### src/rtl/lag_pkg.sv
package lag_pkg;

    localparam logic [7:0] MARK_MF_OPEN  = 8'h1C;
    localparam logic [7:0] MARK_MF_CLOSE = 8'h7C;
    localparam logic [7:0] MARK_CFG_LEAD = 8'h9C;
    localparam int         CFG_OCTETS    = 14;
    localparam int         CFG_FIRST_POS = 2;
    localparam int         CFG_LAST_POS  = CFG_FIRST_POS + CFG_OCTETS - 1;
    localparam int         CFG_MF_INDEX  = 1;

    typedef struct packed {
        logic [7:0] dev_id;
        logic [3:0] bank_id;
        logic [3:0] adj_cnt;
        logic       adj_dir;
        logic       ph_adj;
        logic [4:0] lane_id;
        logic       scr_en;
        logic [5:0] lanes;
        logic [8:0] oct_per_frm;
        logic [5:0] frm_per_mf;
        logic [8:0] conv_cnt;
        logic [1:0] ctrl_bits;
        logic [5:0] conv_res;
        logic [5:0] bits_per_smp;
        logic [2:0] subclass;
        logic [2:0] version;
        logic [5:0] smp_per_frm;
        logic       hi_dens;
        logic [4:0] ctrl_words;
    } link_cfg_t;

    typedef enum logic [2:0] {
        SLOT_DATA,
        SLOT_OPEN,
        SLOT_CLOSE,
        SLOT_LEAD,
        SLOT_CFG
    } slot_t;

    typedef struct packed {
        logic [7:0] data;
        logic       ctrl;
    } lane_octet_t;

    function automatic logic [4:0] dec5(input logic [5:0] v);
        logic [5:0] t;
        t = v - 6'd1;
        return t[4:0];
    endfunction

    function automatic logic [7:0] dec8(input logic [8:0] v);
        logic [8:0] t;
        t = v - 9'd1;
        return t[7:0];
    endfunction

    function automatic logic [7:0] cfg_sum(input link_cfg_t c);
        logic [7:0] s;
        s = c.dev_id;
        s = s + 8'(c.bank_id)   + 8'(c.adj_cnt) + 8'(c.adj_dir) + 8'(c.ph_adj);
        s = s + 8'(c.lane_id)   + 8'(c.scr_en)  + 8'(dec5(c.lanes));
        s = s + dec8(c.oct_per_frm) + 8'(dec5(c.frm_per_mf)) + dec8(c.conv_cnt);
        s = s + 8'(c.ctrl_bits) + 8'(dec5(c.conv_res)) + 8'(dec5(c.bits_per_smp));
        s = s + 8'(c.subclass)  + 8'(c.version) + 8'(dec5(c.smp_per_frm));
        s = s + 8'(c.hi_dens)   + 8'(c.ctrl_words);
        return s;
    endfunction

    function automatic logic [7:0] cfg_octet(input link_cfg_t c, input logic [7:0] sum,
                                             input logic [3:0] idx);
        logic [7:0] o;
        case (idx)
            4'd0:    o = c.dev_id;
            4'd1:    o = {c.adj_cnt, c.bank_id};
            4'd2:    o = {1'b0, c.adj_dir, c.ph_adj, c.lane_id};
            4'd3:    o = {c.scr_en, 2'b00, dec5(c.lanes)};
            4'd4:    o = dec8(c.oct_per_frm);
            4'd5:    o = {3'b000, dec5(c.frm_per_mf)};
            4'd6:    o = dec8(c.conv_cnt);
            4'd7:    o = {c.ctrl_bits, 1'b0, dec5(c.conv_res)};
            4'd8:    o = {c.subclass, dec5(c.bits_per_smp)};
            4'd9:    o = {c.version, dec5(c.smp_per_frm)};
            4'd10:   o = {c.hi_dens, 2'b00, c.ctrl_words};
            4'd13:   o = sum;
            default: o = 8'h00;
        endcase
        return o;
    endfunction

endpackage

### src/rtl/lag_seq_ctr.sv
module lag_seq_ctr #(
    parameter int MF_LEN_W = 10,
    parameter int MF_CNT_W = 9
) (
    input  logic                clk,
    input  logic                rst,
    input  logic                start,
    input  logic [MF_LEN_W-1:0] mf_len,
    input  logic [MF_CNT_W-1:0] mf_count,
    output logic                load,
    output logic                busy,
    output logic                done,
    output logic                mf_end,
    output logic [MF_LEN_W-1:0] pos,
    output logic [MF_CNT_W-1:0] mf_idx
);
    logic [MF_LEN_W-1:0] len_q;
    logic [MF_CNT_W-1:0] cnt_q;
    logic                seq_end;

    assign load    = start && !busy;
    assign mf_end  = (pos == len_q - 1'b1);
    assign seq_end = mf_end && (mf_idx == cnt_q - 1'b1);

    always_ff @(posedge clk) begin
        if (rst) begin
            busy   <= 1'b0;
            done   <= 1'b0;
            pos    <= '0;
            mf_idx <= '0;
            len_q  <= '0;
            cnt_q  <= '0;
        end else begin
            done <= 1'b0;
            if (load) begin
                busy   <= 1'b1;
                pos    <= '0;
                mf_idx <= '0;
                len_q  <= mf_len;
                cnt_q  <= mf_count;
            end else if (busy) begin
                if (mf_end) begin
                    pos    <= '0;
                    mf_idx <= mf_idx + 1'b1;
                    if (seq_end) begin
                        busy <= 1'b0;
                        done <= 1'b1;
                    end
                end else begin
                    pos <= pos + 1'b1;
                end
            end
        end
    end
endmodule

### src/rtl/lag_cfg_store.sv
module lag_cfg_store
    import lag_pkg::*;
(
    input  logic       clk,
    input  logic       rst,
    input  logic       load,
    input  link_cfg_t  cfg_in,
    input  logic [3:0] idx,
    output logic [7:0] octet
);
    link_cfg_t  cfg_q;
    logic [7:0] sum_q;

    always_ff @(posedge clk) begin
        if (rst) begin
            cfg_q <= '0;
            sum_q <= '0;
        end else if (load) begin
            cfg_q <= cfg_in;
            sum_q <= cfg_sum(cfg_in);
        end
    end

    assign octet = cfg_octet(cfg_q, sum_q, idx);
endmodule

### src/rtl/lag_octet_mux.sv
module lag_octet_mux
    import lag_pkg::*;
#(
    parameter int MF_LEN_W = 10,
    parameter int MF_CNT_W = 9
) (
    input  logic                busy,
    input  logic                mf_end,
    input  logic [MF_LEN_W-1:0] pos,
    input  logic [MF_CNT_W-1:0] mf_idx,
    input  logic [7:0]          cfg_byte,
    output logic [3:0]          cfg_idx,
    output lane_octet_t         oct
);
    localparam logic [MF_LEN_W-1:0] P_FIRST = MF_LEN_W'(CFG_FIRST_POS);
    localparam logic [MF_LEN_W-1:0] P_LAST  = MF_LEN_W'(CFG_LAST_POS);
    localparam logic [MF_CNT_W-1:0] CFG_MF  = MF_CNT_W'(CFG_MF_INDEX);

    slot_t               slot;
    logic [MF_LEN_W-1:0] rel;

    assign rel     = pos - P_FIRST;
    assign cfg_idx = rel[3:0];

    always_comb begin
        if (pos == '0)
            slot = SLOT_OPEN;
        else if (mf_end)
            slot = SLOT_CLOSE;
        else if (mf_idx == CFG_MF && pos == MF_LEN_W'(1))
            slot = SLOT_LEAD;
        else if (mf_idx == CFG_MF && pos >= P_FIRST && pos <= P_LAST)
            slot = SLOT_CFG;
        else
            slot = SLOT_DATA;
    end

    always_comb begin
        oct = '0;
        if (busy) begin
            case (slot)
                SLOT_OPEN:  oct = '{data: MARK_MF_OPEN,  ctrl: 1'b1};
                SLOT_CLOSE: oct = '{data: MARK_MF_CLOSE, ctrl: 1'b1};
                SLOT_LEAD:  oct = '{data: MARK_CFG_LEAD, ctrl: 1'b1};
                SLOT_CFG:   oct = '{data: cfg_byte,      ctrl: 1'b0};
                default:    oct = '{data: pos[7:0],      ctrl: 1'b0};
            endcase
        end
    end
endmodule

### src/rtl/lane_align_gen.sv
module lane_align_gen
    import lag_pkg::*;
#(
    parameter int MF_LEN_W = 10,
    parameter int MF_CNT_W = 9
) (
    input  logic                clk,
    input  logic                rst,
    input  logic                start,
    input  logic [MF_LEN_W-1:0] mf_len,
    input  logic [MF_CNT_W-1:0] mf_count,
    input  logic [7:0]          dev_id,
    input  logic [3:0]          bank_id,
    input  logic [3:0]          adj_cnt,
    input  logic                adj_dir,
    input  logic                ph_adj,
    input  logic [4:0]          lane_id,
    input  logic                scr_en,
    input  logic [5:0]          lanes,
    input  logic [8:0]          oct_per_frm,
    input  logic [5:0]          frm_per_mf,
    input  logic [8:0]          conv_cnt,
    input  logic [1:0]          ctrl_bits,
    input  logic [5:0]          conv_res,
    input  logic [5:0]          bits_per_smp,
    input  logic [2:0]          subclass,
    input  logic [2:0]          version,
    input  logic [5:0]          smp_per_frm,
    input  logic                hi_dens,
    input  logic [4:0]          ctrl_words,
    output logic                out_valid,
    output logic [7:0]          out_octet,
    output logic                out_ctrl,
    output logic                seq_busy,
    output logic                seq_done
);
    link_cfg_t           cfg_in;
    lane_octet_t         oct;
    logic                load, busy, done, mf_end;
    logic [MF_LEN_W-1:0] pos;
    logic [MF_CNT_W-1:0] mf_idx;
    logic [3:0]          cfg_idx;
    logic [7:0]          cfg_byte;

    assign cfg_in = '{dev_id: dev_id, bank_id: bank_id, adj_cnt: adj_cnt,
                      adj_dir: adj_dir, ph_adj: ph_adj, lane_id: lane_id,
                      scr_en: scr_en, lanes: lanes, oct_per_frm: oct_per_frm,
                      frm_per_mf: frm_per_mf, conv_cnt: conv_cnt,
                      ctrl_bits: ctrl_bits, conv_res: conv_res,
                      bits_per_smp: bits_per_smp, subclass: subclass,
                      version: version, smp_per_frm: smp_per_frm,
                      hi_dens: hi_dens, ctrl_words: ctrl_words};

    lag_seq_ctr #(.MF_LEN_W(MF_LEN_W), .MF_CNT_W(MF_CNT_W)) u_ctr (
        .clk(clk), .rst(rst), .start(start), .mf_len(mf_len),
        .mf_count(mf_count), .load(load), .busy(busy), .done(done),
        .mf_end(mf_end), .pos(pos), .mf_idx(mf_idx)
    );

    lag_cfg_store u_cfg (
        .clk(clk), .rst(rst), .load(load), .cfg_in(cfg_in),
        .idx(cfg_idx), .octet(cfg_byte)
    );

    lag_octet_mux #(.MF_LEN_W(MF_LEN_W), .MF_CNT_W(MF_CNT_W)) u_mux (
        .busy(busy), .mf_end(mf_end), .pos(pos), .mf_idx(mf_idx),
        .cfg_byte(cfg_byte), .cfg_idx(cfg_idx), .oct(oct)
    );

    assign out_valid = busy;
    assign out_octet = oct.data;
    assign out_ctrl  = oct.ctrl;
    assign seq_busy  = busy;
    assign seq_done  = done;
endmodule

### config.mk
export PLATFORM = sky130hd
export DESIGN_NAME = lane_align_gen
export DESIGN_NICKNAME = d
export VERILOG_FILES = /design/src/rtl/lag_pkg.sv /design/src/rtl/lag_seq_ctr.sv /design/src/rtl/lag_cfg_store.sv /design/src/rtl/lag_octet_mux.sv /design/src/rtl/lane_align_gen.sv
export SDC_FILE = /design/constraint.sdc
export NUM_CORES = 1
export LEC_CHECK = 0
export BUFFER_PORTS_ARGS = -buffer_cell sky130_fd_sc_hd__buf_2
export CORE_MARGIN = 4
export CORE_UTILIZATION = 40
export CTS_CLUSTER_DIAMETER = 30
export DETAILED_ROUTE_END_ITERATION = 8
export SETUP_SLACK_MARGIN = 0.4
export SYNTH_ARGS = -nofsm -noshare
export SYNTH_HDL_FRONTEND = slang
export SYNTH_SLANG_ARGS = --single-unit
### constraint.sdc
create_clock -name clk -period 6.4 [get_ports clk]
set_input_delay 0.96 -clock clk [delete_from_list [all_inputs] [get_ports clk]]
set_output_delay 0.96 -clock clk [all_outputs]
set_load 0.005 [all_outputs]
==> out/results.ini <==
[worst_setup_path]
worstSetupStartpointType = input port
critPathLaunch = smp_per_frm[0]
criticalPathCategory = in -> reg
slowest_stage = fa_1
r2r-start = u_ctr.busy
cp_max_fo = 3
reg2reg_to = u_cfg.cfg_q[20]
cp-endpoint = u_cfg.sum_q[6]
endpoint_kind = flip-flop
critPathMostFrequentCell = fa_1
path_cells = buf_2 -> inv_1 -> ha_1 -> inv_1 -> fa_1 -> fa_2 -> fa_1 -> fa_1 -> fa_1 -> inv_1 -> fa_1 -> inv_1 -> fa_1 -> a21o_1 -> a21oi_2 -> o21bai_1 -> a21oi_1 -> xnor2_1 -> mux2i_1 -> nor2_1
reg2reg_slack_ns = 3.42
arrival_ns = 6.17
r2r_cells = 4
required_ns = 6.76
critical-path-max-stage-delay_ns = 0.57

[floorplan]
die_h_um = 154
pin_count = 120
placementRows = 53
start_util_pct = 40.5
die_w_um = 154
core_area_um2 = 21000
die_area_um2 = 23600

[routing]
viasPerCell = 5.51
wl_um = 23900
drtPass1Iterations = 5
drcViolationCount = 0
dr.first_iter.drc_count = 489
wl_per_cell_um = 18.9
antenna_left = 0
vias = 6978

[grt]
grt_max_degree = 90
grt_pass1_vias = 6832
grt_pass1_wl_um = 37700
grt_usage_pct = 20.1
antenna_found_initial = 0
gr-total-overflow = 0

[power_and_ir_drop]
pwr-share-clk_pct = 22.7
p_per_area_nw_per_um2 = 487
switching_power_uw = 1880
comb_power_share_pct = 58.8
intPower_uw = 2960
netSwitchingFraction_pct = 38.8
finalPower_uw = 4840
p_seq_share_pct = 18.5
p_leak_uw = 0.00441
peakVddDrop_mv = 0.526

[cells_and_area]
drive_above_1_share_pct = 18.0
instances_no_fill = 1267
num_antenna_cells = 0
layout_common_cells = dfxtp_1 (127), a22o_1 (113), buf_2 (112)
area_growth_pct = 17.2
final_common_cell = dfxtp_1
fin_nets = 1188

[min_path]
hold_path.class = reg -> reg
min_from = u_cfg.cfg_q[62]

[cts]
worstSkewPairLatency_ns = 0.42
cts_made_buffers = 17
htree_levels = 4
cts_tree = done
post_cts_buffers = 0
clockBufferDepth = 2
cts-root-buf = clkbuf_16
path_clk_slew_ns = 0.06
cts_sinks = 127

[synthesis]
synth_top_area_share_pct = 29.9
ys_ff_latch = 127
yosysTopAreaCell = dfxtp_1
synth_async_sr_flop_share_pct = 0
syn_inst = 894
syn_area_um2 = 8490
ys_top_cells_by_area = dfxtp_1 (30%), fa_1 (14%), a22o_1 (12%), ha_1 (5.7%), xnor2_1 (5.4%)
yosysWarnings = 0
synth_cell_types = 73
synth_area_per_cell_um2 = 9.50
synth_flop_cell = dfxtp_1
synth.net_count = 1102
synth_seq_area_share_pct = 29.9
synth_edf_count = 0

[timing]
rsz0062_at_grt = true
hold_viol_final = 0
tightest_slew_ns = 1.07
period_share_pct = 90.9
setup_viol_count_final = 0
finalCriticalPeriod_ns = 5.82
max_slew_margin_pct = 28.4
fin_worst_skew_ns = 0.00769
fin_setup_tns_ns = 0
slew_violations = 0
max_freq_mhz = 172

[placement]
placed_cells = 1236
gp_congestion = 0.868
hpwl_um = 18100
port-buffer-count = 112

[outcome]
status = finished, final reports clean

[flow_run]
drv_cap = 0

## repair_timing
action | in CTS | in global routing
endpoints found under the setup margin | 0 | 2
resized for setup | 0 | 5
hold buffers | 0 | 0
endpoints found under the hold margin | 0 | 0
## Yosys cell counts (all sizes together) (11+ instances only)
master,instances
a21oi,21
a222oi,12
a22o,113
buf,17
clkbuf,40
dfxtp,127
fa,61
ha,39
inv,110
mux2i,11
nand2,41
nand3,17
nor2,48
nor3,19
o21ai,27
xnor2,52
xor2,28
## how the worst min path moves through the flow
stage | endpoint | slack [ns] | depth (start not counted)
final | u_cfg.cfg_q[62] | 0.48 | 1
after global placement | u_cfg.sum_q[2] | 0.46 | 1
after global routing | u_cfg.cfg_q[56] | 0.49 | 1
after CTS | u_cfg.cfg_q[3] | 0.48 | 1
after floorplan | u_cfg.cfg_q[0] | 0.45 | 1
after detailed placement | u_cfg.cfg_q[13] | 0.47 | 1
## power groups by stage
stage | Clock (µW) | Sequential (µW) | Combinational [µW]
floorplan | 0 | 894 | 2130
global route | 1150 | 904 | 3180
finish | 1100 | 899 | 2850
CTS | 1110 | 897 | 2760
global placement | 0 | 913 | 2660
detailed placement | 0 | 913 | 2730
## layer usage
metal  share of wire (%)  up-vias  track usage (%)
li1                    -     3317                -
met2                  46      237             31.7
met5                   0        -                0
met4                 1.3        0             4.25
met3                 6.4       20             4.73
met1                  46     3404             28.3
## critical path, delay by kind of cell
kind	cells	cell delay [ns]
and+or+nand+nor	1	0.10
buffers and inverters	5	0.33
xor gates and xnor gates	1	0.16
muxes	1	0.10
adders and majority gates	8	3.87
AOI/OAI and AO/OA	4	0.64
## kinds of logic (layout without fill, tap and decap cells)
family                     Yosys count  in the layout  synth area share (%)
AOI/OAI and AO/OA                  234            234                  22.0
xor gates and xnor gates            80             80                  8.34
adders and majority gates          100            100                  20.1
buffers and inverters              167            265                  7.76
DFF                                127            127                  29.9
muxes                               12             12                  1.43
and+or+nand+nor                    174            174                  10.4
## state kept, by name (all words and copies together), names as in the netlist
register / flops
u_cfg.cfg_q: 79
u_ctr.busy: 1
u_ctr.mf_idx: 9
u_ctr.cnt_q: 9
u_ctr.pos: 10
u_cfg.sum_q: 8
u_ctr.done: 1
u_ctr.len_q: 10
## metrics by stage
step / setup WS (ns) / hold slack, ns / utilization, % / cell area [µm²]
global route: 0.392 / 0.493 / 47.5 / 9950
detailed placement: 0.0900 / 0.467 / 44.2 / 9260
CTS: 0.530 / 0.482 / 47.4 / 9930
global placement: 0.143 / 0.462 / 44.2 / 9260
finish: 0.583 / 0.479 / 47.5 / 9950
floorplan: 0.502 / 0.448 / - / 8490
## cell type report
cell class,count,area (µm²)
Tap cell,275,344
Sequential cell,127,2540
Timing Repair Buffer,124,651
Multi-Input combinational cell,600,5340
Clock buffer,22,484
Inverter,110,413
Clock inverter,9,180
Fill cell,2027,11000
No activity file was read; power rests on OpenSTA's default activity.
